<file path="src/rtl/irq_pkg.sv">
package irq_pkg;
  localparam int NUM_CAUSES = 5;
  typedef enum int {
    CAUSE_ARB   = 0,
    CAUSE_XFER  = 1,
    CAUSE_ADDR  = 2,
    CAUSE_NOACK = 3,
    CAUSE_IDLE  = 4
  } cause_e;
endpackage

</file>
<file path="src/rtl/irq_fall_det.sv">
module irq_fall_det (
  input  logic clk,
  input  logic rst,
  input  logic level,
  output logic fall
);
  logic prev_q;

  always_ff @(posedge clk) begin
    if (rst) prev_q <= 1'b0;
    else     prev_q <= level;
  end

  assign fall = prev_q & ~level;
endmodule

</file>
<file path="src/rtl/irq_cause_bank.sv">
module irq_cause_bank #(
  parameter int N = 5
) (
  input  logic         clk,
  input  logic         rst,
  input  logic [N-1:0] set_vec,
  input  logic         clr,
  output logic [N-1:0] status
);
  genvar g;
  generate
    for (g = 0; g < N; g++) begin : g_bit
      logic bit_q;
      always_ff @(posedge clk) begin
        if (rst)             bit_q <= 1'b0;
        else if (set_vec[g]) bit_q <= 1'b1;
        else if (clr)        bit_q <= 1'b0;
      end
      assign status[g] = bit_q;
    end
  endgenerate
endmodule

</file>
<file path="src/rtl/irq_ctrl_regs.sv">
module irq_ctrl_regs #(
  parameter int ADDR_W      = 1,
  parameter int DATA_W      = 8,
  parameter int CTRL_ADDR   = 0,
  parameter int STAT_ADDR   = 1,
  parameter int IE_BIT      = 7,
  parameter int IDLE_IE_BIT = 6,
  parameter int FLAG_BIT    = 1
) (
  input  logic              clk,
  input  logic              rst,
  input  logic              wr_en,
  input  logic [ADDR_W-1:0] wr_addr,
  input  logic [DATA_W-1:0] wr_data,
  input  logic              any_set,
  output logic              clr,
  output logic              idle_ie,
  output logic              flag,
  output logic              irq
);
  localparam logic [ADDR_W-1:0] CTRL_A = ADDR_W'(CTRL_ADDR);
  localparam logic [ADDR_W-1:0] STAT_A = ADDR_W'(STAT_ADDR);

  logic ie_q, idle_ie_q, flag_q, irq_q;
  logic ie_d, idle_ie_d, flag_d, ctrl_wr;

  assign ctrl_wr = wr_en && (wr_addr == CTRL_A);
  assign clr     = wr_en && (wr_addr == STAT_A) && wr_data[FLAG_BIT];

  always_comb begin
    ie_d      = ctrl_wr ? wr_data[IE_BIT]      : ie_q;
    idle_ie_d = ctrl_wr ? wr_data[IDLE_IE_BIT] : idle_ie_q;
    flag_d    = any_set | (flag_q & ~clr);
  end

  always_ff @(posedge clk) begin
    if (rst) begin
      ie_q      <= 1'b0;
      idle_ie_q <= 1'b0;
      flag_q    <= 1'b0;
      irq_q     <= 1'b0;
    end else begin
      ie_q      <= ie_d;
      idle_ie_q <= idle_ie_d;
      flag_q    <= flag_d;
      irq_q     <= flag_d & ie_d;
    end
  end

  logic unused_data;
  assign unused_data = ^wr_data;

  assign idle_ie = idle_ie_q;
  assign flag    = flag_q;
  assign irq     = irq_q;
endmodule

</file>
<file path="src/rtl/i2c_irq_combiner.sv">
module i2c_irq_combiner
  import irq_pkg::*;
#(
  parameter int ADDR_W      = 1,
  parameter int DATA_W      = 8,
  parameter int CTRL_ADDR   = 0,
  parameter int STAT_ADDR   = 1,
  parameter int IE_BIT      = 7,
  parameter int IDLE_IE_BIT = 6,
  parameter int FLAG_BIT    = 1
) (
  input  logic                  clk,
  input  logic                  rst,
  input  logic                  ev_arb_lost,
  input  logic                  ev_xfer_done,
  input  logic                  ev_addr_match,
  input  logic                  ev_no_ack,
  input  logic                  bus_busy,
  input  logic                  wr_en,
  input  logic [ADDR_W-1:0]     wr_addr,
  input  logic [DATA_W-1:0]     wr_data,
  output logic                  irq,
  output logic                  irq_flag,
  output logic [NUM_CAUSES-1:0] cause
);
  logic                  busy_fall, idle_ie, idle_ev, clr_w, any_set;
  logic [NUM_CAUSES-1:0] set_vec;

  irq_fall_det u_fall (
    .clk   (clk),
    .rst   (rst),
    .level (bus_busy),
    .fall  (busy_fall)
  );

  assign idle_ev = busy_fall & idle_ie;

  always_comb begin
    set_vec              = '0;
    set_vec[CAUSE_ARB]   = ev_arb_lost;
    set_vec[CAUSE_XFER]  = ev_xfer_done;
    set_vec[CAUSE_ADDR]  = ev_addr_match;
    set_vec[CAUSE_NOACK] = ev_no_ack;
    set_vec[CAUSE_IDLE]  = idle_ev;
  end

  assign any_set = |set_vec;

  irq_ctrl_regs #(
    .ADDR_W      (ADDR_W),
    .DATA_W      (DATA_W),
    .CTRL_ADDR   (CTRL_ADDR),
    .STAT_ADDR   (STAT_ADDR),
    .IE_BIT      (IE_BIT),
    .IDLE_IE_BIT (IDLE_IE_BIT),
    .FLAG_BIT    (FLAG_BIT)
  ) u_regs (
    .clk     (clk),
    .rst     (rst),
    .wr_en   (wr_en),
    .wr_addr (wr_addr),
    .wr_data (wr_data),
    .any_set (any_set),
    .clr     (clr_w),
    .idle_ie (idle_ie),
    .flag    (irq_flag),
    .irq     (irq)
  );

  irq_cause_bank #(.N(NUM_CAUSES)) u_bank (
    .clk     (clk),
    .rst     (rst),
    .set_vec (set_vec),
    .clr     (clr_w),
    .status  (cause)
  );
endmodule

</file>
<file path="config.mk">
export PLATFORM = sky130hd
export DESIGN_NAME = i2c_irq_combiner
export DESIGN_NICKNAME = d
export VERILOG_FILES = /design/src/rtl/irq_pkg.sv /design/src/rtl/irq_fall_det.sv /design/src/rtl/irq_cause_bank.sv /design/src/rtl/irq_ctrl_regs.sv /design/src/rtl/i2c_irq_combiner.sv
export SDC_FILE = /design/constraint.sdc
export NUM_CORES = 1
export LEC_CHECK = 0
export CORE_MARGIN = 5
export CORE_UTILIZATION = 30
export DETAILED_ROUTE_END_ITERATION = 10
export GPL_TIMING_DRIVEN = 0
export PLACE_DENSITY = 0.67
export REMOVE_ABC_BUFFERS = 1
export SLEW_MARGIN = 20
export SYNTH_ARGS = -nofsm -noshare
export SYNTH_HDL_FRONTEND = slang
export SYNTH_HIERARCHICAL = 1
export SYNTH_SLANG_ARGS = --single-unit
</file>
<file path="constraint.sdc">
create_clock -name clk -period 1.2 [get_ports clk]
set_input_delay 0.24 -clock clk [delete_from_list [all_inputs] [get_ports clk]]
set_output_delay 0.24 -clock clk [all_outputs]
set_load 0.005 [all_outputs]
</file>
Yosys cells after proc, flatten, opt, wreduce, memory -nomap -nowiden
Index checks and enable logic that the tools add are counted.

Register bits: 10. Input bits: 17. Output and inout port bits: 7. Word-level logic and storage cells: 34.

Muxes and demuxes: 7. Bitwise operators: 8. Reduce and logical (&&, ||, !) cells: 9.

Operators with widths (number): 2-bit nonzero test (5); 1-bit 2-to-1 mux (7); 5-bit OR reduction (1); 1-bit AND (4); 1-bit logical AND (3); 1-bit inverter (3); 1-bit bitwise OR (1).

Longest topological paths before layout
Gate-level depths: netlist (run 1).

Depth after elaboration: 6. Depth in mapped cells: 5. Gate-level depth less buffers: 5.

Hierarchy
The synthesis (run 1) kept the hierarchy.

Modules (own cells, without submodules): irq_cause_bank (instances 1, cells each 25, area each 212.7 µm², sequential area each 100.1 µm²); irq_ctrl_regs (instances 1, cells each 14, area each 148.9 µm², sequential area each 80.1 µm²); irq_fall_det (instances 1, cells each 3, area each 35.0 µm², sequential area each 20.0 µm²); i2c_irq_combiner (instances 1, cells each 3, area each 25.0 µm², sequential area each 0.0 µm²).

Worst setup path before layout (run 1)
OpenSTA, ideal clock, no wires.

Kind: flip-flop to flip-flop. Start: register u_fall.prev_q. End: register u_regs.flag_q (netlist: u_regs/flag). Setup time: 120 ps. Arrival time: 874 ps. Required time: 1080 ps. Path slack: 206 ps. Cell stages (with the launch flop): 6. Buffers on the path: 0. Clock period less this slack: 994 ps. Path through: dfxtp_1 -> nor2b_1 -> and2_1 -> nand2b_1 -> a21oi_1 -> nor2_1.

Cells in the longest elaborated chain, start to end: 4.

Ends and longest elaborated chain: from (decl) (line irq_fall_det.sv:7) `logic prev_q;`; from (signal assigned) (line irq_fall_det.sv:11) `else prev_q <= level;`; 1-bit AND (line irq_fall_det.sv:14) `assign fall = prev_q & ~level;`; net busy_fall (line i2c_irq_combiner.sv:26) `logic busy_fall, idle_ie, idle_ev, clr_w, any_set;`; 1-bit AND (line i2c_irq_combiner.sv:36) `assign idle_ev = busy_fall & idle_ie;`; net idle_ev (line i2c_irq_combiner.sv:26); 5-bit OR reduction (line i2c_irq_combiner.sv:47) `assign any_set = |set_vec;`; net any_set (line i2c_irq_combiner.sv:26); 1-bit bitwise OR (line irq_ctrl_regs.sv:33) `flag_d = any_set | (flag_q & ~clr);`; to (signal assigned) (line irq_ctrl_regs.sv:45) `flag_q <= flag_d;`; to (decl) (line irq_ctrl_regs.sv:24) `logic ie_q, idle_ie_q, flag_q, irq_q;`.

The timed path passes the listed nets, and every way through them passes these cells. A chain may end at the register's enable or synchronous reset.

Final worst setup path (run 1)
Start: input port wr_addr. End: register u_bank.g_bit[3].bit_q.

Cells in the longest elaborated chain, start to end: 3.

Ends and longest elaborated chain: from (decl) (line i2c_irq_combiner.sv:20) `input logic [ADDR_W-1:0] wr_addr,`; 1-bit logical AND (2 in a row) (line irq_ctrl_regs.sv:28) `assign clr = wr_en && (wr_addr == STAT_A) && wr_data[FLAG_BIT];`; net clr_w (line i2c_irq_combiner.sv:26); 2-bit nonzero test (no line); to (signal assigned) (line irq_cause_bank.sv:15) `if (rst) bit_q <= 1'b0;`; to (signal assigned) (line irq_cause_bank.sv:16) `else if (set_vec[g]) bit_q <= 1'b1;`; to (signal assigned) (line irq_cause_bank.sv:17) `else if (clr) bit_q <= 1'b0;`; to (decl) (line irq_cause_bank.sv:13) `logic bit_q;`.

The timed path passes the listed nets, and every way through them passes these cells.

==> results of run 1 <==
-- critical path, stage by stage --
cell and delay (ps):
clkdlybuf4s50_1 520, nand3_1 130, inv_1 140, nand2b_1 130, a21oi_1 70
-- final cells by class --
| cell class | instances | area share |
|---|---|---|
| Inverter | 6 | 0.0372 |
| Timing Repair Buffer | 18 | 0.291 |
| Sequential cell | 10 | 0.331 |
| Clock buffer | 3 | 0.0372 |
| Tap cell | 15 | 0.0310 |
| Multi-Input combinational cell | 24 | 0.273 |
-- worst paths after layout --
kind                                      startpoint                            endpoint  slack, ps
setup reg to reg            u_fall/prev_q$_SDFF_PP0_               u_regs/irq$_SDFF_PP0_        180
setup / recovery                             wr_addr  u_bank/g_bit[3].bit_q$_SDFFE_PP0P_         90
hold reg to reg   u_bank/g_bit[4].bit_q$_SDFFE_PP0P_  u_bank/g_bit[4].bit_q$_SDFFE_PP0P_        470
hold / removal                         ev_addr_match  u_bank/g_bit[2].bit_q$_SDFFE_PP0P_        280
-- metrics by stage --
| step | worst slack (ps) | utilization | total power (uW) | std cells |
|---|---|---|---|---|
| 2_1_floorplan | 206 | - | 398 | 40 |
| 3_3_place_gp | -223 | 0.443 | 474 | 73 |
| 3_5_place_dp | -226 | 0.443 | 476 | 73 |
| 4_1_cts | 51.7 | 0.453 | 685 | 76 |
| 5_1_grt | 4.26 | 0.460 | 706 | 76 |
| 6_report | 88.0 | 0.460 | 672 | 76 |
-- metal layers --
metal / vias to the layer above / global-route usage
li1: 169 / -
met1: 140 / 0.0940
met2: 10 / 0.136
met3: 2 / 0.0301
met4: 0 / 0.0994
met5: - / 0
-- cell families (layout without fill, tap and decap cells) --
logic type             after synthesis  count (layout)  synth area share
flip-flops                          10              10             0.475
multiplexers                         2               2            0.0475
buffers and inverters               11              27             0.142
AO/OA/AOI/OAI                        6               6            0.0712
AND/OR/NAND/NOR                     16              16             0.264
-- power by group --
group / switching [uW] / total (uW) / internal (uW)
combinational: 37.6 / 100 / 62.5
sequential: 6.73 / 358 / 351
clock: 99.3 / 214 / 115
-- Yosys cell counts --
library cell   n  area share
nor2_1         3       0.027
and2_1         1       0.015
nand2b_1       6       0.089
nor2b_1        1       0.015
nor2b_2        1       0.021
buf_4          5       0.089
nor2b_4        1       0.033
nor3_2         1       0.024
dfxtp_1       10        0.47
a21oi_1        6       0.071
nor4_2         1       0.030
mux2i_1        2       0.047
inv_1          6       0.053
nand3_1        1       0.012
-- registers in the layout, summed over array words and instances, names as in the netlist --
signal              cells
u_bank/g_bit.bit_q      5
u_fall/prev_q           1
u_regs/flag             1
u_regs/idle_ie          1
u_regs/ie_q             1
u_regs/irq              1
-- repair_timing --
action                     in CTS  in global routing
pin swaps                       0                  1
hold endpoints to repair        0                  0
resized for setup               7                  3
setup endpoints to repair       7                  2
==> flow_summary.json, run 1 <==
{
  "rsz0062_at_grt": "no",
  "avgViaCountPerCell": 4.22,
  "worstPathArrival_ps": 1230,
  "ctsRootBufferMaster": "clkbuf_4",
  "drive_gt1_frac": 0.131,
  "avgSynthCellArea_um2": 9.37,
  "vias": 321,
  "antenna_found_initial": 0,
  "hold_ws_ps": 278,
  "syn_area_um2": 422,
  "drc": 0,
  "period_share": 0.927,
  "seqCellArea_um2": 200,
  "initial_core_util": 0.320,
  "area.growth.synth_to_final_pct": 43.6,
  "grt.total_usage": 0.0910,
  "tightest_slew_ps": 389,
  "path_class": "input port to flip-flop",
  "ant_nets": 0,
  "layout_commonest_cell": "dfxtp_1",
  "drt-initial-drc-count": 1,
  "hold_violations": 0,
  "clk_path_buf_depth": 2,
  "top_layer": "met4",
  "dieHeight_um": 47.5,
  "status": "finished, final reports clean",
  "hold_depth": 3,
  "critical_path.max_fanout": 5,
  "yosysSeqAreaShare": 0.475,
  "pin_count": 24,
  "n_antenna_cell": 0,
  "clk_latency_ps": 260,
  "place.gp.congestion": 0.640,
  "slew_headroom": 0.740,
  "cts_tree": "yes",
  "rows": 13,
  "finalSetupViolCount": 0,
  "fin_skew_ps": 3.11,
  "htreeDepth": 1,
  "r2r_cells": 5,
  "wl_met1_um": 300,
  "numCtsBuffers": 3,
  "drt-total-wl_um": 814,
  "grt_max_degree": 11,
  "period_needed_ps": 1110,
  "dpl_cell_area_um2": 583,
  "setup_total_negative_slack_ps": 0,
  "die_x_um": 47.5,
  "end_kind": "flip-flop",
  "grt_overflow_total": 0,
  "hold_path_class": "input port to flip-flop",
  "grt_pass1_vias": 325,
  "cts_sinks": 10,
  "power_density_nw_per_um2": 1110,
  "vdd_drop_max_uv": 546,
  "ctsHoldBuffers": 0,
  "grt_pass1_wl_mm": 1.33,
  "required_ps": 1320,
  "syn-instance-count": 45,
  "final_cell_mix": "10 x dfxtp_1, 9 x clkdlybuf4s50_1, 7 x dlygate4sd2_1",
  "ys_types": 14,
  "nets": 80,
  "nFillCells": 127,
  "maxCapViolations": 0,
  "multi_input_area_um2": 165,
  "clk_pin_slew_ps": 60,
  "start_kind": "input port",
  "core_area_um2": 1320,
  "p_leak_uw": 0.000287,
  "post_cts_buffers": 0,
  "wl_met2_um": 421,
  "synth_seq_cells": 10,
  "hpwl_um": 650,
  "wl_met3_um": 64,
  "wl_per_cell_um": 10.7,
  "first_pass_iters": 2,
  "ys_warn_count": 6,
  "drv_slew": 0,
  "final_area_um2": 606,
  "fmax_mhz": 899,
  "die-area_um2": 2260,
  "io_buffers": 18
}
No activity file was read; power rests on OpenSTA's default activity.
==> run 2, diff against run 1 <==
CAP_MARGIN = 10   (was not set)
==> results of run 2 <==
Final layout, timing and power as in run 1 (identical DEF).
==> run 3, diff against run 2 <==
DONT_BUFFER_PORTS = 1   (was not set)
PLACE_DENSITY = 0.45   (was 0.67)
==> run 3 against run 2 <==
Against the previous run:
- routed wire length fell by 10%
- combinational power fell by 65%
- setup slack improved by 63 ps
- sequential power rose by 1%
- via count fell by 22%
- clock power rose by 38%
- count of clock-buffer cells in the layout rose by 1
- non-clock buffer count fell by 18
- design area fell by 27%
- die area did not move
- fmax rose by 6.0%
- first-iteration DRC count did not move
==> flow_summary.json, run 3 (synthesized netlist as in run 1, its figures left out) <==
{
  "avgViaCountPerCell": 4.24,
  "crit_family": "simple AND/OR/NAND/NOR gates",
  "layout_commonest_cell": "dfxtp_1",
  "end_kind": "flip-flop",
  "die_x_um": 47.5,
  "seqCellArea_um2": 200,
  "n_antenna_cell": 0,
  "grt_pass1_wl_mm": 1.04,
  "hold_violations": 0,
  "clk_pin_slew_ps": 60,
  "p_leak_uw": 0.000187,
  "drt-total-wl_um": 732,
  "period_needed_ps": 1050,
  "rows": 13,
  "drv_slew": 0,
  "nets": 62,
  "max_stage_delay_ps": 290,
  "vdd_drop_max_uv": 530,
  "start_kind": "flip-flop",
  "path_class": "flip-flop to flip-flop",
  "grt_max_degree": 11,
  "power_density_nw_per_um2": 1580,
  "setup_total_negative_slack_ps": 0,
  "initial_core_util": 0.320,
  "r2r-end": "u_regs/flag$_SDFF_PP0_",
  "fmax_mhz": 953,
  "tightest_slew_ps": 214,
  "core_area_um2": 1320,
  "final_cell_mix": "10 x dfxtp_1, 6 x nand2b_1, 6 x inv_1, 6 x a21oi_1",
  "ctsResizeCount": 0,
  "final_area_um2": 439,
  "critical_path.max_fanout": 2,
  "ctsRootBufferMaster": "clkbuf_4",
  "grt_pass1_vias": 243,
  "grt_overflow_total": 0,
  "pin_count": 24,
  "nFillCells": 132,
  "largest_reg_flops": 5,
  "hold_depth": 1,
  "finalSetupViolCount": 0,
  "htreeDepth": 1,
  "cts_tree": "yes",
  "clk_latency_ps": 260,
  "grt.total_usage": 0.0724,
  "largest_register": "u_bank/g_bit.bit_q",
  "maxCapViolations": 0,
  "period_share": 0.874,
  "crit_slowest_cell": "dfxtp_1",
  "drc": 0,
  "startpoint": "u_fall/prev_q$_SDFF_PP0_",
  "crit_buf_inv": 0,
  "cts_sinks": 10,
  "dp_slack_ps": 160,
  "fin_skew_ps": 0.111,
  "wl_per_cell_um": 12.4,
  "area.growth.synth_to_final_pct": 4.15,
  "ctsHoldBuffers": 0,
  "setup_ws_ps": 151,
  "hpwl_um": 594,
  "worstPathArrival_ps": 1200,
  "drt-initial-drc-count": 1,
  "vias": 250,
  "numCtsBuffers": 3,
  "first_pass_iters": 3,
  "clk_path_buf_depth": 2,
  "r2r_slack_ps": 150,
  "status": "finished, final reports clean",
  "io_buffers": 0,
  "die-area_um2": 2260,
  "rsz0062_at_grt": "no",
  "antenna_found_initial": 0,
  "required_ps": 1350,
  "dpl_cell_area_um2": 403,
  "ant_nets": 0,
  "drive_gt1_frac": 0.182,
  "place.gp.congestion": 0.693,
  "slew_headroom": 0.853,
  "r2r_cells": 5,
  "post_cts_buffers": 0,
  "dieHeight_um": 47.5,
  "hold_start": "rst",
  "multi_input_area_um2": 161,
  "hold_path_class": "input port to flip-flop",
  "hold_end": "u_fall/prev_q$_SDFF_PP0_",
  "rr_startpoint": "u_fall/prev_q$_SDFF_PP0_",
  "fin_util": 0.333,
  "crit_path_cell_trace": "nor2b_1 > and2_1 > nand2b_1 > a21oi_1 > nor2_1"
}
## run 3: changes by cell type in the layout (fill, tap and decap cells not counted)
cell	before	now
a21oi_1	5	6
a21oi_2	1	0
dlygate4sd2_1	7	0
clkbuf_8	0	1
clkdlybuf4s50_1	9	0
dlymetal6s2s_1	2	0
## run 3: final cells by class
class,count,area share
clock buffer,4,0.0826
inverter,6,0.0513
multi-input combinational,24,0.368
sequential,10,0.456
tap,15,0.0427
## run 3: worst max-delay path by stage
stage | slack, ps | end | depth (start not counted)
floorplan | 210 | u_regs/flag$_SDFF_PP0_ | 5
global placement | 170 | u_regs/irq$_SDFF_PP0_ | 5
detailed placement | 160 | u_regs/flag$_SDFF_PP0_ | 5
CTS | 150 | u_regs/flag$_SDFF_PP0_ | 5
global route | 110 | u_regs/flag$_SDFF_PP0_ | 5
finish | 150 | u_regs/flag$_SDFF_PP0_ | 5
## run 3: layer usage
layer  global-route usage  vias up  part of all wire
met1               0.0685      109              0.35
met3               0.0564        0              0.11
met2               0.0989        7              0.54
met5                    0        -                 0
li1                     -      134                 -
met4               0.0663        0                 0
## run 3: per-stage QoR
step                      total power (uW)  hold WS [ps]  instances
final                                  692          36.2         59
after global routing                   731          17.4         59
after CTS                              701          28.4         59
after detailed placement               406           308         55
after global placement                 404           308         55
after floorplan                        398           306         40
## run 3: where the power goes
| group | leakage, uW | internal (uW) | switching, uW |
|---|---|---|---|
| Combinational | 0.0000828 | 20.4 | 14.8 |
| Clock | 0.0000210 | 184 | 111 |
| Sequential | 0.0000829 | 351 | 11.6 |
